[src/rtl/ser_irq_pkg.sv]
package ser_irq_pkg;

    localparam int DATA_W   = 32;
    localparam int REG_AW   = 3;
    localparam int N_LINE   = 2;
    localparam int N_ERR    = 6;
    localparam int N_ERR_EN = 5;
    localparam int N_EVT    = 6;

    // interrupt line indices
    localparam int LN_ERR = 0;
    localparam int LN_EVT = 1;

    // error-status bit positions
    localparam int EB_CMD_BUSY  = 0;
    localparam int EB_OVERFLOW  = 1;
    localparam int EB_UNDERFLOW = 2;
    localparam int EB_CMD_INVAL = 3;
    localparam int EB_CS_INVAL  = 4;
    localparam int EB_ACCESS    = 5;

    // event-enable bit positions
    localparam int EV_RX_FULL  = 0;
    localparam int EV_TX_EMPTY = 1;
    localparam int EV_RX_WM    = 2;
    localparam int EV_TX_WM    = 3;
    localparam int EV_READY    = 4;
    localparam int EV_IDLE     = 5;

    localparam logic [N_ERR_EN-1:0] ERR_EN_RESET = '1;

    typedef enum logic [REG_AW-1:0] {
        RS_STATE   = 3'd0,
        RS_LINE_EN = 3'd1,
        RS_TEST    = 3'd2,
        RS_ERR_EN  = 3'd3,
        RS_ERR_STS = 3'd4,
        RS_EVT_EN  = 3'd5
    } reg_sel_e;

    typedef struct packed {
        logic              wr;
        reg_sel_e          sel;
        logic [DATA_W-1:0] data;
    } reg_req_t;

    // error-status bits that may raise the error line
    function automatic logic [N_ERR-1:0] err_line_sources();
        logic [N_ERR-1:0] m;
        m = '0;
        m[EB_CMD_BUSY]  = 1'b1;
        m[EB_CMD_INVAL] = 1'b1;
        m[EB_CS_INVAL]  = 1'b1;
        return m;
    endfunction

    // place status levels at their event-enable positions
    function automatic logic [N_EVT-1:0] evt_levels(input logic ready,
                                                    input logic tx_empty,
                                                    input logic rx_full);
        logic [N_EVT-1:0] v;
        v = '0;
        v[EV_READY]    = ready;
        v[EV_TX_EMPTY] = tx_empty;
        v[EV_RX_FULL]  = rx_full;
        return v;
    endfunction

endpackage

[src/rtl/ser_irq_cfg.sv]
module ser_irq_cfg
    import ser_irq_pkg::*;
(
    input  logic                clk,
    input  logic                rst,
    input  reg_req_t            req,
    output logic [N_LINE-1:0]   line_en,
    output logic [N_LINE-1:0]   line_en_nxt,
    output logic [N_LINE-1:0]   test_hit,
    output logic [N_LINE-1:0]   pend_clr,
    output logic [N_ERR-1:0]    sts_clr,
    output logic [N_ERR_EN-1:0] err_en,
    output logic [N_EVT-1:0]    evt_en
);

    logic [N_ERR_EN-1:0] err_en_nxt;
    logic [N_EVT-1:0]    evt_en_nxt;

    always_comb begin
        line_en_nxt = line_en;
        err_en_nxt  = err_en;
        evt_en_nxt  = evt_en;
        test_hit    = '0;
        pend_clr    = '0;
        sts_clr     = '0;
        if (req.wr) begin
            case (req.sel)
                RS_STATE:   pend_clr    = req.data[N_LINE-1:0];
                RS_LINE_EN: line_en_nxt = req.data[N_LINE-1:0];
                RS_TEST:    test_hit    = req.data[N_LINE-1:0];
                RS_ERR_EN:  err_en_nxt  = req.data[N_ERR_EN-1:0];
                RS_ERR_STS: sts_clr     = req.data[N_ERR-1:0];
                RS_EVT_EN:  evt_en_nxt  = req.data[N_EVT-1:0];
                default: ;
            endcase
        end
    end

    always_ff @(posedge clk) begin
        if (rst) begin
            line_en <= '0;
            err_en  <= ERR_EN_RESET;
            evt_en  <= '0;
        end else begin
            line_en <= line_en_nxt;
            err_en  <= err_en_nxt;
            evt_en  <= evt_en_nxt;
        end
    end

endmodule

[src/rtl/ser_irq_errsts.sv]
module ser_irq_errsts
    import ser_irq_pkg::*;
(
    input  logic             clk,
    input  logic             rst,
    input  logic [N_ERR-1:0] set_pulse,
    input  logic [N_ERR-1:0] clr,
    output logic [N_ERR-1:0] sts
);

    for (genvar i = 0; i < N_ERR; i++) begin : g_bit
        always_ff @(posedge clk) begin
            if (rst)
                sts[i] <= 1'b0;
            else if (set_pulse[i])
                sts[i] <= 1'b1;
            else if (clr[i])
                sts[i] <= 1'b0;
        end
    end

endmodule

[src/rtl/ser_irq_line.sv]
module ser_irq_line (
    input  logic clk,
    input  logic rst,
    input  logic en,
    input  logic en_nxt,
    input  logic cause,
    input  logic test,
    input  logic clr,
    output logic pending,
    output logic irq
);

    logic fire;
    logic pend_d;

    always_comb begin
        fire   = en && !pending && (test || cause);
        pend_d = fire || (pending && !clr);
    end

    always_ff @(posedge clk) begin
        if (rst) begin
            pending <= 1'b0;
            irq     <= 1'b0;
        end else begin
            pending <= pend_d;
            irq     <= pend_d && en_nxt;
        end
    end

endmodule

[src/rtl/ser_irq_hub.sv]
module ser_irq_hub
    import ser_irq_pkg::*;
(
    input  logic              clk,
    input  logic              rst,
    input  logic              reg_we,
    input  logic [REG_AW-1:0] reg_addr,
    input  logic [DATA_W-1:0] reg_wdata,
    output logic [DATA_W-1:0] reg_rdata,
    input  logic [N_ERR-1:0]  err_pulse,
    input  logic              st_ready,
    input  logic              st_tx_empty,
    input  logic              st_rx_full,
    output logic              irq_error,
    output logic              irq_event
);

    reg_req_t            req;
    logic [N_LINE-1:0]   line_en;
    logic [N_LINE-1:0]   line_en_nxt;
    logic [N_LINE-1:0]   test_hit;
    logic [N_LINE-1:0]   pend_clr;
    logic [N_ERR-1:0]    sts_clr;
    logic [N_ERR_EN-1:0] err_en;
    logic [N_EVT-1:0]    evt_en;
    logic [N_ERR-1:0]    err_sts;
    logic [N_LINE-1:0]   cause;
    logic [N_LINE-1:0]   pending;
    logic [N_LINE-1:0]   irq_vec;

    always_comb begin
        req.wr   = reg_we;
        req.sel  = reg_sel_e'(reg_addr);
        req.data = reg_wdata;
    end

    ser_irq_cfg u_cfg (
        .clk         (clk),
        .rst         (rst),
        .req         (req),
        .line_en     (line_en),
        .line_en_nxt (line_en_nxt),
        .test_hit    (test_hit),
        .pend_clr    (pend_clr),
        .sts_clr     (sts_clr),
        .err_en      (err_en),
        .evt_en      (evt_en)
    );

    ser_irq_errsts u_sts (
        .clk       (clk),
        .rst       (rst),
        .set_pulse (err_pulse),
        .clr       (sts_clr),
        .sts       (err_sts)
    );

    always_comb begin
        cause[LN_ERR] = |(err_sts & {{(N_ERR - N_ERR_EN){1'b0}}, err_en} & err_line_sources());
        cause[LN_EVT] = |(evt_en & evt_levels(st_ready, st_tx_empty, st_rx_full));
    end

    for (genvar l = 0; l < N_LINE; l++) begin : g_line
        ser_irq_line u_line (
            .clk     (clk),
            .rst     (rst),
            .en      (line_en[l]),
            .en_nxt  (line_en_nxt[l]),
            .cause   (cause[l]),
            .test    (test_hit[l]),
            .clr     (pend_clr[l]),
            .pending (pending[l]),
            .irq     (irq_vec[l])
        );
    end

    assign irq_error = irq_vec[LN_ERR];
    assign irq_event = irq_vec[LN_EVT];

    always_comb begin
        reg_rdata = '0;
        case (req.sel)
            RS_STATE:   reg_rdata[N_LINE-1:0]   = pending;
            RS_LINE_EN: reg_rdata[N_LINE-1:0]   = line_en;
            RS_ERR_EN:  reg_rdata[N_ERR_EN-1:0] = err_en;
            RS_ERR_STS: reg_rdata[N_ERR-1:0]    = err_sts;
            RS_EVT_EN:  reg_rdata[N_EVT-1:0]    = evt_en;
            default:    reg_rdata = '0;
        endcase
    end

endmodule

[config.mk]
export PLATFORM = sky130hd
export DESIGN_NAME = ser_irq_hub
export DESIGN_NICKNAME = d
export VERILOG_FILES = /design/src/rtl/ser_irq_pkg.sv /design/src/rtl/ser_irq_cfg.sv /design/src/rtl/ser_irq_errsts.sv /design/src/rtl/ser_irq_line.sv /design/src/rtl/ser_irq_hub.sv
export SDC_FILE = /design/constraint.sdc
export NUM_CORES = 1
export LEC_CHECK = 0
export BUFFER_PORTS_ARGS = -buffer_cell sky130_fd_sc_hd__buf_2
export CAP_MARGIN = 10
export CORE_UTILIZATION = 35
export DETAILED_ROUTE_END_ITERATION = 8
export GPL_TIMING_DRIVEN = 0
export PLACE_DENSITY_LB_ADDON = 0.1
export SLEW_MARGIN = 0
export SYNTH_ARGS = -nofsm -noshare
export SYNTH_HDL_FRONTEND = slang
export SYNTH_SLANG_ARGS = --single-unit
export TNS_END_PERCENT = 30
[constraint.sdc]
create_clock -name clk -period 1.7 [get_ports clk]
set_input_delay 0.51 -clock clk [delete_from_list [all_inputs] [get_ports clk]]
set_output_delay 0.51 -clock clk [all_outputs]
set_load 0.005 [all_outputs]
==> impl_metrics.py, run 1 <==
metrics = {
    "clocking": {
        "root_buffer": "clkbuf_4",
        "cts_sinks": 23,
        "clk_pin_slew_ps": 120,
        "cts_tree": "done",
        "hold_buffers": 0,
        "cts.htree.levels": 1,
        "cts_made_buffers": 3,
        "clkLatencyLatePin_ps": 300,
        "cts_buffer_depth": 2,
    },
    "synthesis": {
        "synth_seq_cells": 23,
        "syn-mean-instance-area_um2": 8.074,
        "ys_warn_count": 0,
        "synthesis.area_um2": 1284,
        "netlist_instances": 159,
        "ys_seq_area_frac": 0.3587,
        "synth.distinct_cells": 27,
    },
    "global_routing": {
        "grt_max_degree": 14,
        "first_global_vias": 1037,
        "antenna_found_initial": 0,
        "overflow": 0,
        "grt_pass1_wl_um": 4747,
        "gr-usage-all-layers": 0.1512,
    },
    "placed_design": {
        "dp_hpwl_um": 2185,
        "pre_cts_ws_ps": -329.4,
        "gp_congestion": 0.8185,
        "placed_area_um2": 1570,
        "dp.cells": 257,
        "port_buffers": 27,
    },
    "finish": {
        "regArea_um2": 462.9,
        "fillCellCount": 361,
        "syn_to_final_growth_pct": 33.04,
        "final_layout_size_suffix_gt1_frac": 0.3545,
        "utilization": 0.5000,
        "design_area_um2": 1708,
        "nNetsFinal": 268,
        "fin_cells": 266,
        "multi_input_area_um2": 684.4,
        "n_antenna_cell": 0,
    },
    "worst_setup_path": {
        "cp-startpoint": "reg_addr[0]",
        "critical_path_required_ps": 1190,
        "end_kind": "output pin",
        "endpoint": "reg_rdata[0]",
        "rrSetupSlack_ps": 300,
        "reg2reg_depth": 5,
        "rr_endpoint": "g_line[1].u_line.pending",
        "crit_fanout": 10,
        "start_kind": "primary input",
        "arrival_ps": 1340,
        "r2r_start": "u_cfg.evt_en[1]",
        "critical_path_class": "primary input to output pin",
    },
    "floorplan": {
        "ios": 81,
        "start_util": 0.3758,
        "die_x_um": 62.56,
        "die_h_um": 62.56,
        "die_area_um2": 3914,
        "rows": 21,
        "core-area_um2": 3416,
    },
    "sta": {
        "max_freq_mhz": 540.7,
        "rsz0062_at_grt": "yes",
        "hold_slack_ps": 406.1,
        "finClkSkew_ps": 2.356,
        "worst_slack_ps": -149.3,
        "slew_violations": 0,
        "fin_crit_sh": 1.088,
        "finalCriticalPeriod_ps": 1849,
        "finalSetupViolations": 5,
        "finalHoldViolations": 0,
    },
    "pwr": {
        "p_leak_nw": 0.8477,
        "irDropWorstVdd_uv": 351.0,
        "p_per_area_nw_per_um2": 613.6,
    },
    "routing": {
        "routed_via_density": 4.395,
        "vias": 1169,
        "wl_per_cell_um": 11.04,
        "drt_iter0_drc": 41,
        "drt-pass1-iter-count": 4,
        "wl_um": 2937,
        "drc_errors": 0,
        "drtAntennaViolNets": 0,
    },
    "outcome": {
        "violations": "setup timing",
        "outcome": "complete, but fails checks",
    },
    "flow_run": {
        "maxCapViolations": 0,
    },
    "hold_path": {
        "hold_path.class": "primary input to register",
    },
}
## power breakdown
group,internal [mW],leakage (nW),switching (mW)
sequential,0.560,0.189,0.0135
combinational,0.122,0.641,0.107
clock,0.0876,0.0177,0.158
total,0.769,0.848,0.279
## cells in the final DEF (no fill, tap or decap), types with 5 or more instances in the layout
master    n
a211o_1   5
a21oi_1  13
buf_2    25
buf_4    30
conb_1   26
dfxtp_1  21
inv_1     8
mux2i_1   5
nand2_1  10
nor2_1   28
## state kept, by name (all words and copies together) (netlist names)
signal                 flops
u_cfg.evt_en               6
u_sts.sts                  6
u_cfg.err_en               5
g_line.u_line.irq          2
g_line.u_line.pending      2
u_cfg.line_en              2
## worst min path at each step
stage	from	depth (start not counted)	slack (ps)	to
2_1_floorplan	u_cfg.err_en[1]	1	440	u_cfg.err_en[1]
3_3_place_gp	u_cfg.err_en[2]	1	450	u_cfg.err_en[2]
3_5_place_dp	u_cfg.err_en[1]	1	460	u_cfg.err_en[1]
4_1_cts	err_pulse[0]	3	400	u_sts.sts[0]
5_1_grt	err_pulse[4]	3	400	u_sts.sts[4]
6_report	err_pulse[0]	3	410	u_sts.sts[0]
## through the flow
stage                     power, mW  TNS [ps]
after global routing          1.108    -697.9
after global placement       0.7800     -1398
after detailed placement     0.7821     -1412
after CTS                     1.053    -552.5
final                         1.048    -474.0
after floorplan              0.7211         0
## synthesized netlist by cell type (all sizes together)
cell | count | area [um^2]
clkbuf | 2 | 7.510
a22oi | 3 | 22.52
and4bb | 1 | 12.51
o21ai | 6 | 30.03
nand3 | 2 | 15.01
mux2i | 5 | 50.05
nor2 | 29 | 108.9
nand4b | 1 | 15.01
nand3b | 1 | 7.510
o22ai | 1 | 6.260
buf | 29 | 217.7
conb | 1 | 3.750
dfxtp | 23 | 460.4
nor3 | 2 | 10.01
nor2b | 3 | 21.27
nor4 | 2 | 12.51
mux4 | 1 | 26.28
nand2b | 3 | 18.77
a222oi | 2 | 20.02
inv | 9 | 33.78
nor3b | 1 | 12.51
a21oi | 13 | 65.06
nand2 | 10 | 37.54
a31oi | 4 | 25.02
a211o | 5 | 43.79
## layout make-up
class	count	area share
Clock buffer	3	0.01319
Multi-Input combinational cell	121	0.4007
Buffer	31	0.1436
Timing Repair Buffer	32	0.1128
Sequential cell	23	0.2711
Clock inverter	1	0.002930
Tap cell	46	0.03370
Inverter	9	0.02198
## critical path: stages
cell	delay [ps]
buf_6	100
buf_12	140
clkinvlp_4	120
nor2_1	120
a21oi_1	50
o22ai_1	150
buf_2	150
## what timing repair did
item / CTS / global route
setup buffers: 5 / 0
endpoints found under the setup margin: 6 / 5
resized for setup: 23 / 2
pin swaps: 5 / 1
## layer usage
layer,global-route usage,up-vias,part of all wire
li1,-,612,-
met1,0.1984,508,0.46
met2,0.2473,45,0.45
met3,0.03832,4,0.081
met4,0.03488,0,0.0072
met5,0,-,0
## cells by family (layout without fill, tap and decap cells)
family | after synthesis | after routing | synth area share
buffers and inverters | 40 | 76 | 0.2018
AND/OR/NAND/NOR | 55 | 55 | 0.2115
AO/OA/AOI/OAI | 34 | 34 | 0.1657
flip-flops | 23 | 23 | 0.3587
other | 1 | 26 | 0.002921
multiplexers | 6 | 6 | 0.05946
Power figures use the tool's default switching activity.
==> inputs of run 2 (changes only) <==
Settings changed: CORE_UTILIZATION 35 to 42, MAX_ROUTING_LAYER from default to met4.
==> run 2 against run 1 <==
  * The run ends with DRC, setup timing left
  * First-iteration DRC count is 34% higher
  * Non-clock buffer count is 3 lower
  * Clock power hardly changed
  * Critical path type is now register to output pin
  * Largest cell class unchanged
==> impl_metrics.py, run 2 (synthesis gave the netlist of run 1 again) <==
metrics = {
    "sta": {
        "finalSetupViolations": 5,
        "finalHoldViolations": 0,
        "finalCriticalPeriod_ps": 1857,
        "finClkSkew_ps": 4.177,
        "fin_crit_sh": 1.092,
        "worst_slack_ps": -157.1,
        "max_freq_mhz": 538.5,
        "rsz0062_at_grt": "yes",
        "slew_violations": 0,
    },
    "flow_run": {
        "maxCapViolations": 0,
    },
    "worst_setup_path": {
        "end_kind": "output pin",
        "rrSetupSlack_ps": 240,
        "r2r_start": "u_cfg.evt_en[1]",
        "critical_path_required_ps": 1190,
        "reg2reg_depth": 5,
        "critical_path_class": "register to output pin",
        "rr_endpoint": "g_line[1].u_line.irq",
        "start_kind": "register",
        "arrival_ps": 1350,
        "cp-startpoint": "u_cfg.evt_en[1]",
        "crit_fanout": 2,
    },
    "finish": {
        "final_layout_size_suffix_gt1_frac": 0.3456,
        "nNetsFinal": 265,
        "fin_cells": 248,
        "fillCellCount": 273,
        "final_cell_mix": "buf_4 (29), nor2_1 (28), conb_1 (26)",
        "top_regs": "u_cfg.evt_en x6, u_sts.sts x6, u_cfg.err_en x5",
        "design_area_um2": 1662,
        "mostFrequentLayoutCell": "buf_4",
        "n_antenna_cell": 0,
        "syn_to_final_growth_pct": 29.43,
    },
    "pwr": {
        "netSwitchingPower_mw": 0.2782,
        "intPower_mw": 0.7691,
        "pwr-share-clk": 0.236,
        "p_leak_nw": 0.8288,
        "irDropWorstVdd_uv": 341.1,
        "seqPwrFrac": 0.548,
        "switching_share": 0.2656,
        "p_per_area_nw_per_um2": 630.3,
        "combPwrFrac": 0.216,
    },
    "floorplan": {
        "rows": 19,
        "core-area_um2": 2829,
        "die_x_um": 57.29,
        "die_h_um": 57.29,
        "ios": 81,
        "die_area_um2": 3282,
        "start_util": 0.4538,
    },
    "clocking": {
        "clkLatencyLatePin_ps": 310,
        "clk_pin_slew_ps": 120,
        "cts_tree": "done",
        "cts_buffer_depth": 2,
        "root_buffer": "clkbuf_4",
        "cts_sinks": 23,
        "cts.htree.levels": 1,
        "cts_made_buffers": 3,
    },
    "placed_design": {
        "dp_hpwl_um": 2303,
        "port_buffers": 27,
        "placed_area_um2": 1551,
        "gp_congestion": 0.8452,
        "dp.cells": 242,
    },
    "routing": {
        "drtAntennaViolNets": 0,
        "routed_via_density": 4.827,
        "drt-pass1-iter-count": 8,
        "vias": 1197,
        "drc_errors": 7,
        "drt_iter0_drc": 55,
        "wl_um": 3099,
        "wl_per_cell_um": 12.50,
    },
    "global_routing": {
        "gr-usage-all-layers": 0.2077,
        "first_global_vias": 1082,
        "antenna_found_initial": 0,
        "overflow": 0,
        "grt_pass1_wl_um": 5050,
        "grt_max_degree": 13,
    },
    "outcome": {
        "outcome": "complete, but fails checks",
        "violations": "DRC, setup timing",
    },
    "hold_path": {
        "hp-start": "err_pulse[4]",
        "holdPathEnd": "u_sts.sts[4]",
        "worstHoldPathCells": 3,
        "hold_path.class": "primary input to register",
    },
}
[run 2: area by class of cell]
type	instances	area [um^2]	area share
Tap cell	31	38.79	0.02334
Timing Repair Buffer	29	170.2	0.1024
Multi-Input combinational cell	121	683.2	0.4111
Buffer	31	245.2	0.1476
Sequential cell	23	461.7	0.2779
Inverter	9	36.28	0.02184
Clock buffer	4	26.28	0.01581
[run 2: metrics by stage]
step	hold slack, ps	TNS, ps	power (mW)	util	setup slack (ps)
floorplan	435.1	0	0.7211	-	33.60
global placement	455.9	-1380	0.7786	0.5484	-309.0
detailed placement	485.4	-1488	0.7841	0.5484	-337.9
CTS	394.1	-562.9	1.044	0.5772	-166.4
global route	394.4	-785.3	1.104	0.5874	-215.8
finish	395.9	-532.9	1.047	0.5874	-157.1
[run 2: power by group through the flow]
stage	registers (mW)	logic [mW]	clock network [mW]
6_report	0.574	0.226	0.247
5_1_grt	0.577	0.252	0.276
4_1_cts	0.573	0.215	0.255
3_5_place_dp	0.586	0.199	0
3_3_place_gp	0.584	0.195	0
2_1_floorplan	0.581	0.141	0
[run 2: per-layer routing]
metal / vias up / track usage / wire length, um
met5: - / - / 0
met4: 0 / 0.04181 / 27
met3: 5 / 0.02721 / 181
met2: 44 / 0.3697 / 1607
met1: 541 / 0.2514 / 1283
li1: 607 / - / -
[run 2: worst max path at each step]
| stage | depth (start not counted) | to | slack (ps) |
|---|---|---|---|
| global route | 4 | reg_rdata[1] | -220 |
| finish | 4 | reg_rdata[1] | -160 |
| detailed placement | 7 | reg_rdata[4] | -340 |
| global placement | 7 | reg_rdata[4] | -310 |
| floorplan | 3 | reg_rdata[1] | 30 |
| CTS | 4 | reg_rdata[1] | -170 |
[run 2: what timing repair did]
action,in CTS,in global routing
buffers inserted,2,0
resized for setup,19,7
hold endpoints to repair,0,0
pin swaps,4,2
hold buffers,0,0
setup endpoints to repair,6,6
[run 2: critical path: stages (launching register included)]
cell and delay [ps]:
dfxtp_2 350, mux4_2 470, inv_2 60, o21ai_1 40, buf_2 120
==> inputs of run 3 (changes only) <==
Settings changed: RECOVER_POWER from default to 25, SETUP_SLACK_MARGIN from default to 0.15.
==> run 3 against run 2 <==
  * The flow still finishes with violations (DRC, setup timing)
  * Sequential cell count unchanged
  * Via count increased by 0.17%
  * Die area unchanged
  * Clock power increased by 4%
  * Cell count increased by 0.40%
  * Worst setup slack improved by 2.0 ps
  * Non-clock buffer count increased by 1
  * Sequential share of layout area increased by 0.20 points
==> impl_metrics.py, run 3 (synthesis gave the netlist of run 1 again) <==
metrics = {
    "global_routing": {
        "use_met1": 0.2394,
        "grt_pass1_wl_um": 4526,
        "grt_busiest_layer": "met2",
        "antenna_found_initial": 0,
        "gr-usage-all-layers": 0.1838,
        "grt_max_degree": 14,
        "first_global_vias": 1019,
        "use_met2": 0.2908,
        "overflow": 0,
        "grt_use_met3": 0.03175,
    },
    "worst_setup_path": {
        "slowest_stage": "mux4_2",
        "critical_path_class": "register to output pin",
        "worstPathCellList": "mux4_2 -> inv_2 -> o21ai_1 -> buf_2",
        "arrival_ps": 1350,
        "end_kind": "output pin",
        "start_kind": "register",
        "critical_path_required_ps": 1190,
        "crit_buf_inv": 2,
        "crit_path_max_incr_delay_ps": 470,
        "crit_fanout": 2,
        "crit_family": "multiplexers",
    },
    "routing": {
        "wl_per_cell_um": 11.28,
        "vias": 1199,
        "drtAntennaViolNets": 0,
        "routed_via_density": 4.815,
        "drc_errors": 4,
        "drt_iter0_drc": 43,
        "drt-pass1-iter-count": 9,
        "wl_um": 2808,
    },
    "sta": {
        "finalHoldViolations": 0,
        "finClkSkew_ps": 5.119,
        "rsz0062_at_grt": "yes",
        "max_freq_mhz": 539.0,
        "worstMarginPinSlew_ps": 595.3,
        "fin_crit_sh": 1.091,
        "slew_headroom": 0.6023,
        "slew_violations": 0,
        "hold_slack_ps": 390.7,
        "finalCriticalPeriod_ps": 1855,
        "finalSetupViolations": 5,
        "worst_slack_ps": -155.2,
    },
    "clocking": {
        "clk_pin_slew_ps": 130,
        "hold_buffers": 0,
        "root_buffer": "clkbuf_4",
        "cts_sinks": 23,
        "cts_buffer_depth": 2,
        "clkLatencyLatePin_ps": 310,
        "cts_tree": "done",
        "cts.htree.levels": 1,
        "cts_made_buffers": 3,
    },
    "pwr": {
        "irDropWorstVdd_uv": 485.8,
        "power_mw": 1.051,
        "p_per_area_nw_per_um2": 635.2,
        "p_leak_nw": 0.8362,
    },
    "floorplan": {
        "start_util": 0.4538,
        "core-area_um2": 2829,
        "die_h_um": 57.29,
        "die_x_um": 57.29,
        "ios": 81,
        "rows": 19,
        "die_area_um2": 3282,
    },
    "outcome": {
        "violations": "DRC, setup timing",
        "outcome": "complete, but fails checks",
    },
    "finish": {
        "nNetsFinal": 266,
        "mostFrequentLayoutCell": "buf_4",
        "fillCellCount": 271,
        "utilization": 0.5847,
        "syn_to_final_growth_pct": 28.85,
        "final_cell_mix": "buf_4 (30), nor2_1 (28), conb_1 (26)",
        "final_layout_size_suffix_gt1_frac": 0.3394,
        "n_antenna_cell": 0,
        "fin_cells": 249,
        "top_regs": "u_cfg.evt_en x6, u_sts.sts x6, u_cfg.err_en x5",
    },
    "flow_run": {
        "maxCapViolations": 0,
    },
    "placed_design": {
        "port_buffers": 27,
        "gp_congestion": 0.8547,
        "dp.cells": 242,
        "pre_cts_ws_ps": -247.4,
        "dp_hpwl_um": 2124,
    },
    "hold_path": {
        "hold_path.class": "primary input to register",
    },
}
run 3: per-layer routing:
| layer | part of all wire | vias up | wire (um) |
|---|---|---|---|
| met4 | 0.0082 | 0 | 23 |
| met1 | 0.44 | 540 | 1225 |
| met2 | 0.49 | 48 | 1366 |
| met5 | 0 | - | 0 |
| met3 | 0.069 | 4 | 193 |
| li1 | - | 607 | - |
run 3: repair_timing:
action | in CTS | in global routing
buffers inserted | 3 | 0
endpoints found under the setup margin | 6 | 6
pin swaps | 3 | 2
gates resized for setup | 13 | 7
run 3: final timing paths:
kind / endpoint / start / cells after the start / slack [ps]
setup / recovery: reg_rdata[1] / u_cfg.evt_en[1] / 4 / -160
hold / removal: u_sts.sts[5] / err_pulse[5] / 3 / 390
setup reg to reg: g_line[1].u_line.pending / u_cfg.evt_en[1] / 5 / 400
hold reg to reg: u_cfg.err_en[1] / u_cfg.err_en[1] / 1 / 490
run 3: power by group:
part / internal [mW] / total (mW) / switching (mW)
clock: 0.0879 / 0.257 / 0.169
combinational: 0.116 / 0.221 / 0.105
sequential: 0.560 / 0.574 / 0.0139
run 3: layout make-up:
type	count	area (um^2)	area share
multi-input cells	121	679.4	0.4107
clock inverters	1	5.005	0.003026
repair buffers	30	168.9	0.1021
inverters	9	36.28	0.02194
clock buffers	3	22.52	0.01362
flip-flops and latches	23	462.9	0.2799
well taps	31	38.79	0.02345
plain buffers	31	240.2	0.1452
run 3: per-stage QoR:
step / setup TNS [ps] / cell area (um^2)
after global routing: -642.1 / 1654
after global placement: -1160 / 1555
after CTS: -541.9 / 1643
after floorplan: 0 / 1381
final: -425.8 / 1654
after detailed placement: -1149 / 1555
run 3: tightest hold or removal path: cells and delay by family:
kind,cells,cell delay [ps]
AND/OR/NAND/NOR,1,60
AO/OA/AOI/OAI,1,30
buffers and inverters,1,70
